===== src/rtl/ovf_timer_pkg.sv =====
package ovf_timer_pkg;
  localparam int REG_AW = 4;

  typedef enum logic [REG_AW-1:0] {
    RA_CFG   = 4'd0,
    RA_IFC   = 4'd1,
    RA_STAT  = 4'd2,
    RA_ENSET = 4'd3,
    RA_ENCLR = 4'd4,
    RA_CTRL  = 4'd5,
    RA_COUNT = 4'd6,
    RA_LOAD  = 4'd7,
    RA_PEND  = 4'd8
  } reg_addr_e;

  // index of each posted register inside the pending vector
  localparam int PI_CTRL  = 0;
  localparam int PI_COUNT = 1;
  localparam int PI_LOAD  = 2;
  localparam int NPOST    = 3;

  // control field positions
  localparam int CB_START = 0;
  localparam int CB_AUTO  = 1;
  localparam int CTRL_W   = 2;

  // number of interrupt sources (overflow only)
  localparam int NSRC = 1;
endpackage


===== src/rtl/ovf_timer_post.sv =====
module ovf_timer_post
  import ovf_timer_pkg::*;
#(
  parameter int DATA_W = 32,
  parameter int NCH    = NPOST,
  parameter int DELAY  = 4
) (
  input  logic                        clk,
  input  logic                        rst_n,
  input  logic                        clear,
  input  logic                        posted,
  input  logic [NCH-1:0]              sel,
  input  logic [DATA_W-1:0]           wdata,
  output logic [NCH-1:0]              apply,
  output logic [NCH-1:0][DATA_W-1:0]  adata,
  output logic [NCH-1:0]              pend
);
  localparam int CW = $clog2(DELAY + 1);
  localparam logic [CW-1:0] RELOAD = CW'(DELAY - 1);

  for (genvar g = 0; g < NCH; g++) begin : g_ch
    logic              pend_q, pend_d;
    logic [CW-1:0]     cnt_q, cnt_d;
    logic [DATA_W-1:0] dat_q, dat_d;
    logic              dat_en;
    logic              direct;
    logic              expire;

    assign direct = sel[g] && !posted;
    assign expire = pend_q && (cnt_q == '0);
    assign dat_en = sel[g] && posted && !clear;

    always_comb begin
      pend_d = pend_q;
      cnt_d  = cnt_q;
      dat_d  = dat_q;
      if (clear) begin
        pend_d = 1'b0;
        cnt_d  = '0;
      end else if (sel[g] && posted) begin
        pend_d = 1'b1;
        cnt_d  = RELOAD;
        dat_d  = wdata;
      end else if (pend_q) begin
        if (cnt_q == '0) pend_d = 1'b0;
        else             cnt_d  = cnt_q - 1'b1;
      end
    end

    always_ff @(posedge clk or negedge rst_n) begin
      if (!rst_n) begin
        pend_q <= 1'b0;
        cnt_q  <= '0;
      end else begin
        pend_q <= pend_d;
        cnt_q  <= cnt_d;
      end
    end

    always_ff @(posedge clk or negedge rst_n) begin
      if (!rst_n)      dat_q <= '0;
      else if (dat_en) dat_q <= dat_d;
    end

    assign apply[g] = !clear && (direct || expire);
    assign adata[g] = direct ? wdata : dat_q;
    assign pend[g]  = pend_q;
  end
endmodule


===== src/rtl/ovf_timer_count.sv =====
module ovf_timer_count
  import ovf_timer_pkg::*;
#(
  parameter int DATA_W = 32
) (
  input  logic              clk,
  input  logic              rst_n,
  input  logic              clear,
  input  logic              tick,
  input  logic [NPOST-1:0]  apply,
  input  logic [CTRL_W-1:0] ctrl_data,
  input  logic [DATA_W-1:0] count_data,
  input  logic [DATA_W-1:0] load_data,
  output logic [CTRL_W-1:0] ctrl,
  output logic [DATA_W-1:0] count,
  output logic [DATA_W-1:0] load,
  output logic              ovf
);
  logic [CTRL_W-1:0] ctrl_q, ctrl_d;
  logic [DATA_W-1:0] count_q, count_d;
  logic [DATA_W-1:0] load_q, load_d;
  logic              step;

  assign step = ctrl_q[CB_START] && tick;

  always_comb begin
    ctrl_d  = ctrl_q;
    load_d  = load_q;
    count_d = count_q;
    ovf     = 1'b0;
    if (apply[PI_CTRL]) ctrl_d = ctrl_data;
    if (apply[PI_LOAD]) load_d = load_data;
    if (apply[PI_COUNT]) begin
      count_d = count_data;
    end else if (step) begin
      if (&count_q) begin
        ovf     = 1'b1;
        count_d = ctrl_q[CB_AUTO] ? load_q : '0;
      end else begin
        count_d = count_q + 1'b1;
      end
    end
    if (clear) begin
      ctrl_d  = '0;
      load_d  = '0;
      count_d = '0;
      ovf     = 1'b0;
    end
  end

  always_ff @(posedge clk or negedge rst_n) begin
    if (!rst_n) begin
      ctrl_q  <= '0;
      load_q  <= '0;
      count_q <= '0;
    end else begin
      ctrl_q  <= ctrl_d;
      load_q  <= load_d;
      count_q <= count_d;
    end
  end

  assign ctrl  = ctrl_q;
  assign count = count_q;
  assign load  = load_q;
endmodule


===== src/rtl/ovf_timer_irq.sv =====
module ovf_timer_irq #(
  parameter int NS = 1
) (
  input  logic          clk,
  input  logic          rst_n,
  input  logic          clear,
  input  logic [NS-1:0] src,
  input  logic          stat_wr,
  input  logic          set_wr,
  input  logic          clr_wr,
  input  logic [NS-1:0] wmask,
  output logic [NS-1:0] stat,
  output logic [NS-1:0] en,
  output logic          irq
);
  logic [NS-1:0] stat_q, stat_d;
  logic [NS-1:0] en_q, en_d;
  logic [NS-1:0] w1c, w1s, w1e;

  assign w1c = stat_wr ? wmask : '0;
  assign w1s = set_wr  ? wmask : '0;
  assign w1e = clr_wr  ? wmask : '0;

  always_comb begin
    stat_d = (stat_q & ~w1c) | src;
    en_d   = (en_q | w1s) & ~w1e;
    if (clear) begin
      stat_d = '0;
      en_d   = '0;
    end
  end

  always_ff @(posedge clk or negedge rst_n) begin
    if (!rst_n) begin
      stat_q <= '0;
      en_q   <= '0;
    end else begin
      stat_q <= stat_d;
      en_q   <= en_d;
    end
  end

  assign stat = stat_q;
  assign en   = en_q;
  assign irq  = |(stat_q & en_q);
endmodule


===== src/rtl/ovf_timer.sv =====
module ovf_timer
  import ovf_timer_pkg::*;
#(
  parameter int DATA_W   = 32,
  parameter int ADDR_W   = REG_AW,
  parameter int POST_DLY = 4,
  parameter int SRST_CYC = 8
) (
  input  logic              clk,
  input  logic              rst_n,
  input  logic [ADDR_W-1:0] addr,
  input  logic [DATA_W-1:0] wdata,
  input  logic              wr,
  input  logic              rd,
  input  logic              tick,
  output logic [DATA_W-1:0] rdata,
  output logic              irq
);
  localparam int SCW = $clog2(SRST_CYC + 1);
  localparam logic [SCW-1:0] SRST_LOAD = SCW'(SRST_CYC);

  // reset: asserted asynchronously, released on a clock edge
  logic [1:0] sync_q;
  logic       rst_ns;
  always_ff @(posedge clk or negedge rst_n) begin
    if (!rst_n) sync_q <= 2'b00;
    else        sync_q <= {sync_q[0], 1'b1};
  end
  assign rst_ns = sync_q[1];

  // address decode
  logic hit_cfg, hit_ifc, hit_stat, hit_enset, hit_enclr;
  logic hit_ctrl, hit_count, hit_load, hit_pend;
  assign hit_cfg   = (addr == ADDR_W'(RA_CFG));
  assign hit_ifc   = (addr == ADDR_W'(RA_IFC));
  assign hit_stat  = (addr == ADDR_W'(RA_STAT));
  assign hit_enset = (addr == ADDR_W'(RA_ENSET));
  assign hit_enclr = (addr == ADDR_W'(RA_ENCLR));
  assign hit_ctrl  = (addr == ADDR_W'(RA_CTRL));
  assign hit_count = (addr == ADDR_W'(RA_COUNT));
  assign hit_load  = (addr == ADDR_W'(RA_LOAD));
  assign hit_pend  = (addr == ADDR_W'(RA_PEND));

  // soft reset sequencer
  logic [SCW-1:0] srst_q, srst_d;
  logic           busy;
  assign busy = (srst_q != '0);

  always_comb begin
    srst_d = srst_q;
    if (busy)                             srst_d = srst_q - 1'b1;
    else if (wr && hit_cfg && wdata[0])   srst_d = SRST_LOAD;
  end

  always_ff @(posedge clk or negedge rst_ns) begin
    if (!rst_ns) srst_q <= '0;
    else         srst_q <= srst_d;
  end

  // posted-mode bit
  logic posted_q, posted_d;
  always_comb begin
    posted_d = posted_q;
    if (busy)               posted_d = 1'b1;
    else if (wr && hit_ifc) posted_d = wdata[0];
  end

  always_ff @(posedge clk or negedge rst_ns) begin
    if (!rst_ns) posted_q <= 1'b1;
    else         posted_q <= posted_d;
  end

  // write strobes into the timer registers
  logic             wr_ok;
  logic [NPOST-1:0] post_sel;
  logic             stat_wr, set_wr, clr_wr;
  logic             stat_clr_hit;
  assign wr_ok             = wr && !busy;
  assign post_sel[PI_CTRL]  = wr_ok && hit_ctrl;
  assign post_sel[PI_COUNT] = wr_ok && hit_count;
  assign post_sel[PI_LOAD]  = wr_ok && hit_load;
  assign stat_wr           = wr_ok && hit_stat;
  assign set_wr            = wr_ok && hit_enset;
  assign clr_wr            = wr_ok && hit_enclr;
  assign stat_clr_hit      = stat_wr && wdata[0];

  logic [NPOST-1:0]             apply_vec;
  logic [NPOST-1:0][DATA_W-1:0] adata;
  logic [NPOST-1:0]             pend_raw;

  ovf_timer_post #(
    .DATA_W (DATA_W),
    .NCH    (NPOST),
    .DELAY  (POST_DLY)
  ) u_post (
    .clk    (clk),
    .rst_n  (rst_ns),
    .clear  (busy),
    .posted (posted_q),
    .sel    (post_sel),
    .wdata  (wdata),
    .apply  (apply_vec),
    .adata  (adata),
    .pend   (pend_raw)
  );

  logic [CTRL_W-1:0] ctrl_wdata;
  logic [DATA_W-1:0] count_wdata, load_wdata;
  logic [CTRL_W-1:0] ctrl_q;
  logic [DATA_W-1:0] count_q, load_q;
  logic              ovf_pulse;
  assign ctrl_wdata  = adata[PI_CTRL][CTRL_W-1:0];
  assign count_wdata = adata[PI_COUNT];
  assign load_wdata  = adata[PI_LOAD];

  ovf_timer_count #(
    .DATA_W (DATA_W)
  ) u_count (
    .clk        (clk),
    .rst_n      (rst_ns),
    .clear      (busy),
    .tick       (tick),
    .apply      (apply_vec),
    .ctrl_data  (ctrl_wdata),
    .count_data (count_wdata),
    .load_data  (load_wdata),
    .ctrl       (ctrl_q),
    .count      (count_q),
    .load       (load_q),
    .ovf        (ovf_pulse)
  );

  logic [NSRC-1:0] stat_q, en_q;

  ovf_timer_irq #(
    .NS (NSRC)
  ) u_irq (
    .clk     (clk),
    .rst_n   (rst_ns),
    .clear   (busy),
    .src     (ovf_pulse),
    .stat_wr (stat_wr),
    .set_wr  (set_wr),
    .clr_wr  (clr_wr),
    .wmask   (wdata[NSRC-1:0]),
    .stat    (stat_q),
    .en      (en_q),
    .irq     (irq)
  );

  // read path
  logic [NPOST-1:0]  pend_rd;
  logic [DATA_W-1:0] rdata_q, rdata_d;
  assign pend_rd = posted_q ? pend_raw : '0;

  always_comb begin
    rdata_d = '0;
    if (hit_cfg)   rdata_d = DATA_W'(busy);
    if (hit_ifc)   rdata_d = DATA_W'(posted_q);
    if (hit_stat)  rdata_d = DATA_W'(stat_q);
    if (hit_enset || hit_enclr) rdata_d = DATA_W'(en_q);
    if (hit_ctrl)  rdata_d = DATA_W'(ctrl_q);
    if (hit_count) rdata_d = count_q;
    if (hit_load)  rdata_d = load_q;
    if (hit_pend)  rdata_d = DATA_W'(pend_rd);
  end

  always_ff @(posedge clk or negedge rst_ns) begin
    if (!rst_ns) rdata_q <= '0;
    else if (rd) rdata_q <= rdata_d;
  end

  assign rdata = rdata_q;
endmodule


===== config.mk =====
export PLATFORM = sky130hd
export DESIGN_NAME = ovf_timer
export DESIGN_NICKNAME = d
export VERILOG_FILES = /design/src/rtl/ovf_timer_pkg.sv /design/src/rtl/ovf_timer_post.sv /design/src/rtl/ovf_timer_count.sv /design/src/rtl/ovf_timer_irq.sv /design/src/rtl/ovf_timer.sv
export SDC_FILE = /design/constraint.sdc
export NUM_CORES = 1
export LEC_CHECK = 0
export ABC_CLOCK_PERIOD_IN_PS = 7600
export CORE_MARGIN = 10
export CORE_UTILIZATION = 29
export DETAILED_ROUTE_END_ITERATION = 8
export DONT_BUFFER_PORTS = 1
export HOLD_SLACK_MARGIN = 0.08
export SETUP_SLACK_MARGIN = 0.1
export SLEW_MARGIN = 20
export SYNTH_ARGS = -nofsm -noshare
export SYNTH_HDL_FRONTEND = slang
export SYNTH_SLANG_ARGS = --single-unit

===== constraint.sdc =====
create_clock -name clk -period 7.6 [get_ports clk]
set_input_delay 2.28 -clock clk [delete_from_list [all_inputs] [get_ports clk]]
set_output_delay 2.28 -clock clk [all_outputs]
set_load 0.02 [all_outputs]

## Yosys cells after proc, flatten, opt, wreduce, memory -nomap -nowiden

Index checks and enable logic that the tools add are counted.

| cells by class | value |
|---|---|
| multipliers | 0 |
| shift operators | 0 |
| div/mod/pow operators | 0 |
| add/subtract/negate cells | 5 |
| reductions and logical operators | 52 |
| $lt $le $gt $ge | 0 |
| mux-type cells | 58 |
| equal/unequal tests | 11 |
| bitwise logic cells | 8 |

Operator list:

| cell | number |
|---|---|
| $mux 32 | 16 |
| $mux 3 | 13 |
| $add 32x1->32 const B | 1 |
| $reduce_and 32->1 | 1 |
| $logic_and 1x1->1 | 26 |
| $mux 1 | 24 |
| $eq 4x3->1 const B | 4 |
| $reduce_bool 3->1 | 4 |
| $logic_not 3->1 | 3 |
| $ne 3x2->1 const B | 3 |
| $reduce_and 3->1 | 3 |
| $sub 3x1->3 const B | 3 |
| $eq 4x2->1 const B | 2 |
| $mux 4 | 2 |
| $reduce_bool 2->1 | 4 |
| $mux 2 | 3 |
| $reduce_and 2->1 | 3 |
| $eq 4x1->1 const B | 1 |
| $eq 4x4->1 const B | 1 |
| $logic_not 4->1 | 1 |
| $logic_or 1x1->1 | 4 |
| $reduce_bool 4->1 | 1 |
| $sub 4x1->4 const B | 1 |
| $and 1x1->1 | 3 |
| 3 further kinds | 7 |

| word-level totals | value |
|---|---|
| memories | 0 |
| RAM bits | 0 |
| register bits after elaboration | 185 |
| input port bits | 41 |
| latch bits | 0 |
| output and inout port bits | 33 |
| ROM bits | 0 |

## Longest topological paths before layout

| depth | value |
|---|---|
| depth in word-level cells | 11 |
| gate-level depth with buffers | 13 |

## Hierarchy

Synthesis repeated with hierarchy kept, for this count alone.

| unflattened totals | value |
|---|---|
| cells, all modules | 1013 |
| area total of the unflattened synthesis | 11772.5 um^2 |

Modules (own cells, without submodules):

| module | sequential area each (um^2) | cells an instance | area an instance (um^2) | times used |
|---|---|---|---|---|
| ovf_timer_post | 2702.6 | 389 | 5824.3 | 1 |
| ovf_timer_count | 1651.6 | 416 | 3935.0 | 1 |
| ovf_timer | 977.2 | 200 | 1928.1 | 1 |
| ovf_timer_irq | 50.0 | 8 | 85.1 | 1 |

## Least setup slack after synthesis

No wires, ideal clock.

| path | value |
|---|---|
| kind | input -> register |
| from | input port addr[1] |
| to | register u_count.count_q[13], in the netlist u_count.count[13] |
| arrival time | 3.960 ns |
| library setup time | 0.121 ns |
| stages on the path | 8 |
| path buffers | 3 |
| path slack | 3.519 ns |
| path through | buf_2 -> nor4bb_1 -> a21boi_0 -> clkbuf_1 -> nor2_1 -> clkbuf_1 -> a31oi_1 -> a22o_1 |

| on the way | value |
|---|---|
| word-level cells in the longest chain between the ends | 7 |
| elaborated cells between the ends (all ways) | 9 |
| classes of those cells | eq/ne (1); mux (3); reduce/logical (5) |

RTL lines:

| what | RTL line | text |
|---|---|---|
| from (decl) | ovf_timer.sv:11 | `input logic [ADDR_W-1:0] addr,` |
| $eq 4x3->1 * | ovf_timer.sv:40 | `assign hit_count = (addr == ADDR_W'(RA_COUNT));` |
| $logic_and 1x1->1 * | ovf_timer.sv:80 | `assign post_sel[PI_COUNT] = wr_ok && hit_count;` |
| $logic_and 1x1->1 * | ovf_timer_post.sv:29 | `assign direct = sel[g] && !posted;` |
| $logic_or 1x1->1 | ovf_timer_post.sv:65 | `assign apply[g] = !clear && (direct \|\| expire);` |
| $logic_and 1x1->1 | ovf_timer_post.sv:65 |  |
| $mux 32 | ovf_timer_count.sv:33 | `if (apply[PI_COUNT]) begin` |
| $mux 32 | ovf_timer_count.sv:43 | `if (clear) begin` |
| to (signal assigned) | ovf_timer_count.sv:59 | `count_q <= count_d;` |
| to (decl) | ovf_timer_count.sv:20 | `logic [DATA_W-1:0] count_q, count_d;` |

Every way passes the cells marked *; elsewhere a longest branch is shown, timed or not.
A chain may end at the register's enable or synchronous reset.

## Final worst setup path

| path | value |
|---|---|
| from | input port addr[0] |
| to | register u_count.count_q[24], in the netlist u_count.count[24] |

Same word-level chain as after synthesis.

==> run summary <==
status = completed
endpoints failing setup = 0
number of warnings issued by yosys = 0
Fill cells = 3444
TNS Setup = 0 ns
Register Area = 4630 µm²
r2r endpoint = u_count.count[17]$_DFFE_PN0P_
input/output buffers = 0
#FFs+latches synth = 185
element type at the critical path start = input port
cell row count = 66
final count of hold timing violations = 0
setup ws final = 3.16 ns
peak supply drop = 0.129 mV
highest-count cells in the layout ignoring fill and taps = 262 x nand2_1, 183 x dfrtp_1, 67 x a21oi_1, 47 x o21ai_0, 42 x inv_1
commonest non-fill, non-tap cell in the layout = nand2_1
HP Start = sync_q[0]$_DFF_PN0_
final wirelength = 29100 µm
internal power = 0.00205 W
Max-Cap Viols = 0
Least-Margin Pin Slew = 1.05 ns
Synth Instances = 1067
Comb pwr share = 22.7%
synthesized area = 9470 µm²
worst hold slack = 0.356 ns
hold path depth = 0
Worst-path clk slew = 0.07 ns
sequential power share = 47.7%
detailed placement HPWL = 20500 µm
first-pass GRT wire length = 46700 µm
crit path max fanout = 38
P&R area growth vs syn = 10.7%
RePlAce Congestion = 0.919
CTS sink cnt = 185
Leakage = 4.47 nW
via/cell ratio = 5.33
Post-CTS Hold Fix Bufs = 0
Critical Path RT = 7.97 ns
critical path capture point type = register
Clk network pwr share = 29.6%
layout cell share with drive strength beyond 1 = 8.37%
WHS Endpoint = sync_q[1]$_DFF_PN0_
Worst R2R Start = u_count.count[0]$_DFFE_PN0P_
WL/cell = 19.7 µm
die height = 201 µm
sequential element share of the synthesized area = 48.9%
Psw = 0.00106 W
CTS Buf Count = 17
Max transition margin = 29.1%
Nets = 1074
class of the worst hold path = register to register
CTS tree = built
Post-CTS Setup Inserts = 0
Die X = 201 µm
clock root buffer = clkbuf_16
Setup CP Type = input port to register
clock buffer depth = 2
syn nets = 1115
power density over the cells = 297 nW/µm²
Final Max Slew Viols = 0
initial antenna violation count = 0
clk_lat worst skew = 0.45 ns
antenna viol nets, final = 0
Top FF cell, synth = dfrtp_1
achievable frequency = 225 MHz
PostCTS Resize Cnt = 0
Post-synth ARST share = 100%
Core ar. = 32400 µm²
vias in the first global route = 7698
Worst Path Arrival = 4.81 ns
multi-input logic area = 4410 µm²
DIE AREA = 40300 µm²
switching share of power = 34.0%
Worst Skew = 0.0131 ns
final worst path period need = 4.44 ns
Worst R2R Path Depth = 7
Avg Inst Size Synth = 8.87 µm²
Ant. Diodes = 0
vias = 7888
H-tree Lvls = 4
Initial Utilization = 29.2%
Post-synth EDFFs = 0
RSZ-0062 raised after global routing = no
largest net degree at the start of global routing = 80
final period utilization = 58.4%
flop-to-flop setup slack = 4.42 ns
Pre-antenna DRT Iters = 5
Synth cell types = 62
Total GRT Usage = 14.5%
post-place setup slack = 2.48 ns
IO Pins = 74
1st-iter DRT viols = 896
total congestion overflow = 0
DR DRC count = 0
-- logic make-up (layout without fill, tap and decap cells) --
kind of cell,Yosys count,after routing,synth area share [%]
xor gates and xnor gates,16,16,1.48
other,1,1,0.0396
DFF,185,185,48.9
buffers and inverters,118,90,4.93
muxes,60,60,6.64
adders and majority gates,7,7,0.925
AOI/OAI and AO/OA,270,270,17.9
and+or+nand+nor,410,410,19.2
-- per-layer routing --
metal,routed length (µm),track usage (%)
met1,13800,20.9
met2,12700,21.0
met3,2190,3.76
met4,479,3.57
met5,0,0
-- power by group through the flow --
| stage | Combinational, W | Sequential (W) | Clock [W] |
|---|---|---|---|
| finish | 0.000706 | 0.00148 | 0.000920 |
| detailed placement | 0.000707 | 0.00150 | 0 |
| global route | 0.000811 | 0.00152 | 0.000982 |
| CTS | 0.000711 | 0.00148 | 0.000935 |
| floorplan | 0.000532 | 0.00142 | 0 |
| global placement | 0.000691 | 0.00149 | 0 |
-- synthesized netlist by cell type (5+ instances only) --
library cell,instances,area (µm²)
o21ai_1,16,80.1
xnor2_1,11,96.3
nor2b_1,5,31.3
a22o_1,6,52.6
a22oi_1,30,225
buf_1,5,18.8
nand3_1,25,125
dfrtp_1,184,4600
nand2b_1,7,43.8
a21oi_1,67,335
and2_1,5,31.3
and4_1,5,43.8
nand2_1,263,987
a211oi_1,7,52.6
o22ai_1,33,206
nand4_1,14,87.6
a211o_1,5,43.8
buf_2,12,60.1
mux2i_1,38,380
clkbuf_1,57,214
a31o_2,6,52.6
mux2_2,22,248
and3_1,17,106
ha_1,7,87.6
nor2_1,38,143
inv_1,42,158
a21o_1,9,67.6
xor2_1,5,43.8
nor3_1,13,65.1
o31ai_1,5,37.5
a31oi_1,19,119
o21ai_0,47,235
-- worst max-delay path by stage --
stage          cells past startpoint  slack, ns                 from                            end
2_1_floorplan                      0       2.06  sync_q[1]$_DFF_PN0_           rdata[0]$_DFFE_PN0P_
3_3_place_gp                       8       2.58              addr[2]    u_count.load[6]$_DFFE_PN0P_
3_5_place_dp                       8       2.48              addr[2]    u_count.load[3]$_DFFE_PN0P_
4_1_cts                            8       2.95              addr[2]    u_count.load[3]$_DFFE_PN0P_
5_1_grt                            6       3.05              addr[0]  u_count.count[24]$_DFFE_PN0P_
6_report                           6       3.16              addr[0]  u_count.count[24]$_DFFE_PN0P_
-- worst max-delay path, stage by stage --
cell      delay [ns]
nor4bb_4        0.26
buf_4           0.46
a22o_1          0.61
nand2_1         0.56
a311o_1         0.47
a21oi_1         0.14
-- cell type report --
class                      count  area share [%]
sequential                   185            44.2
multi-input combinational    764            42.1
tap                          442            5.28
clock buffer                  20            4.26
inverter                      42            1.50
clock inverter                12            1.42
timing repair buffer          16            1.18
-- sequential cells by signal, indices dropped and copies added (netlist names) --
register            count
u_post.g_ch.cnt_q       9
u_post.g_ch.pend_q      3
posted_q                1
u_irq.en                1
u_post.g_ch.dat_q      66
u_count.ctrl            2
u_count.count          32
srst_q                  4
u_count.load           32
u_irq.stat              1
rdata                  32
sync_q                  2
-- metrics by stage --
step | util (%) | power (W) | cell area (µm²) | instances
after floorplan | - | 0.00196 | 9470 | 1067
after global placement | 30.5 | 0.00218 | 9870 | 1449
after detailed placement | 30.5 | 0.00220 | 9870 | 1449
after CTS | 32.3 | 0.00312 | 10500 | 1481
after global routing | 32.4 | 0.00331 | 10500 | 1481
final | 32.4 | 0.00311 | 10500 | 1481
Power figures use the tool's default switching activity.
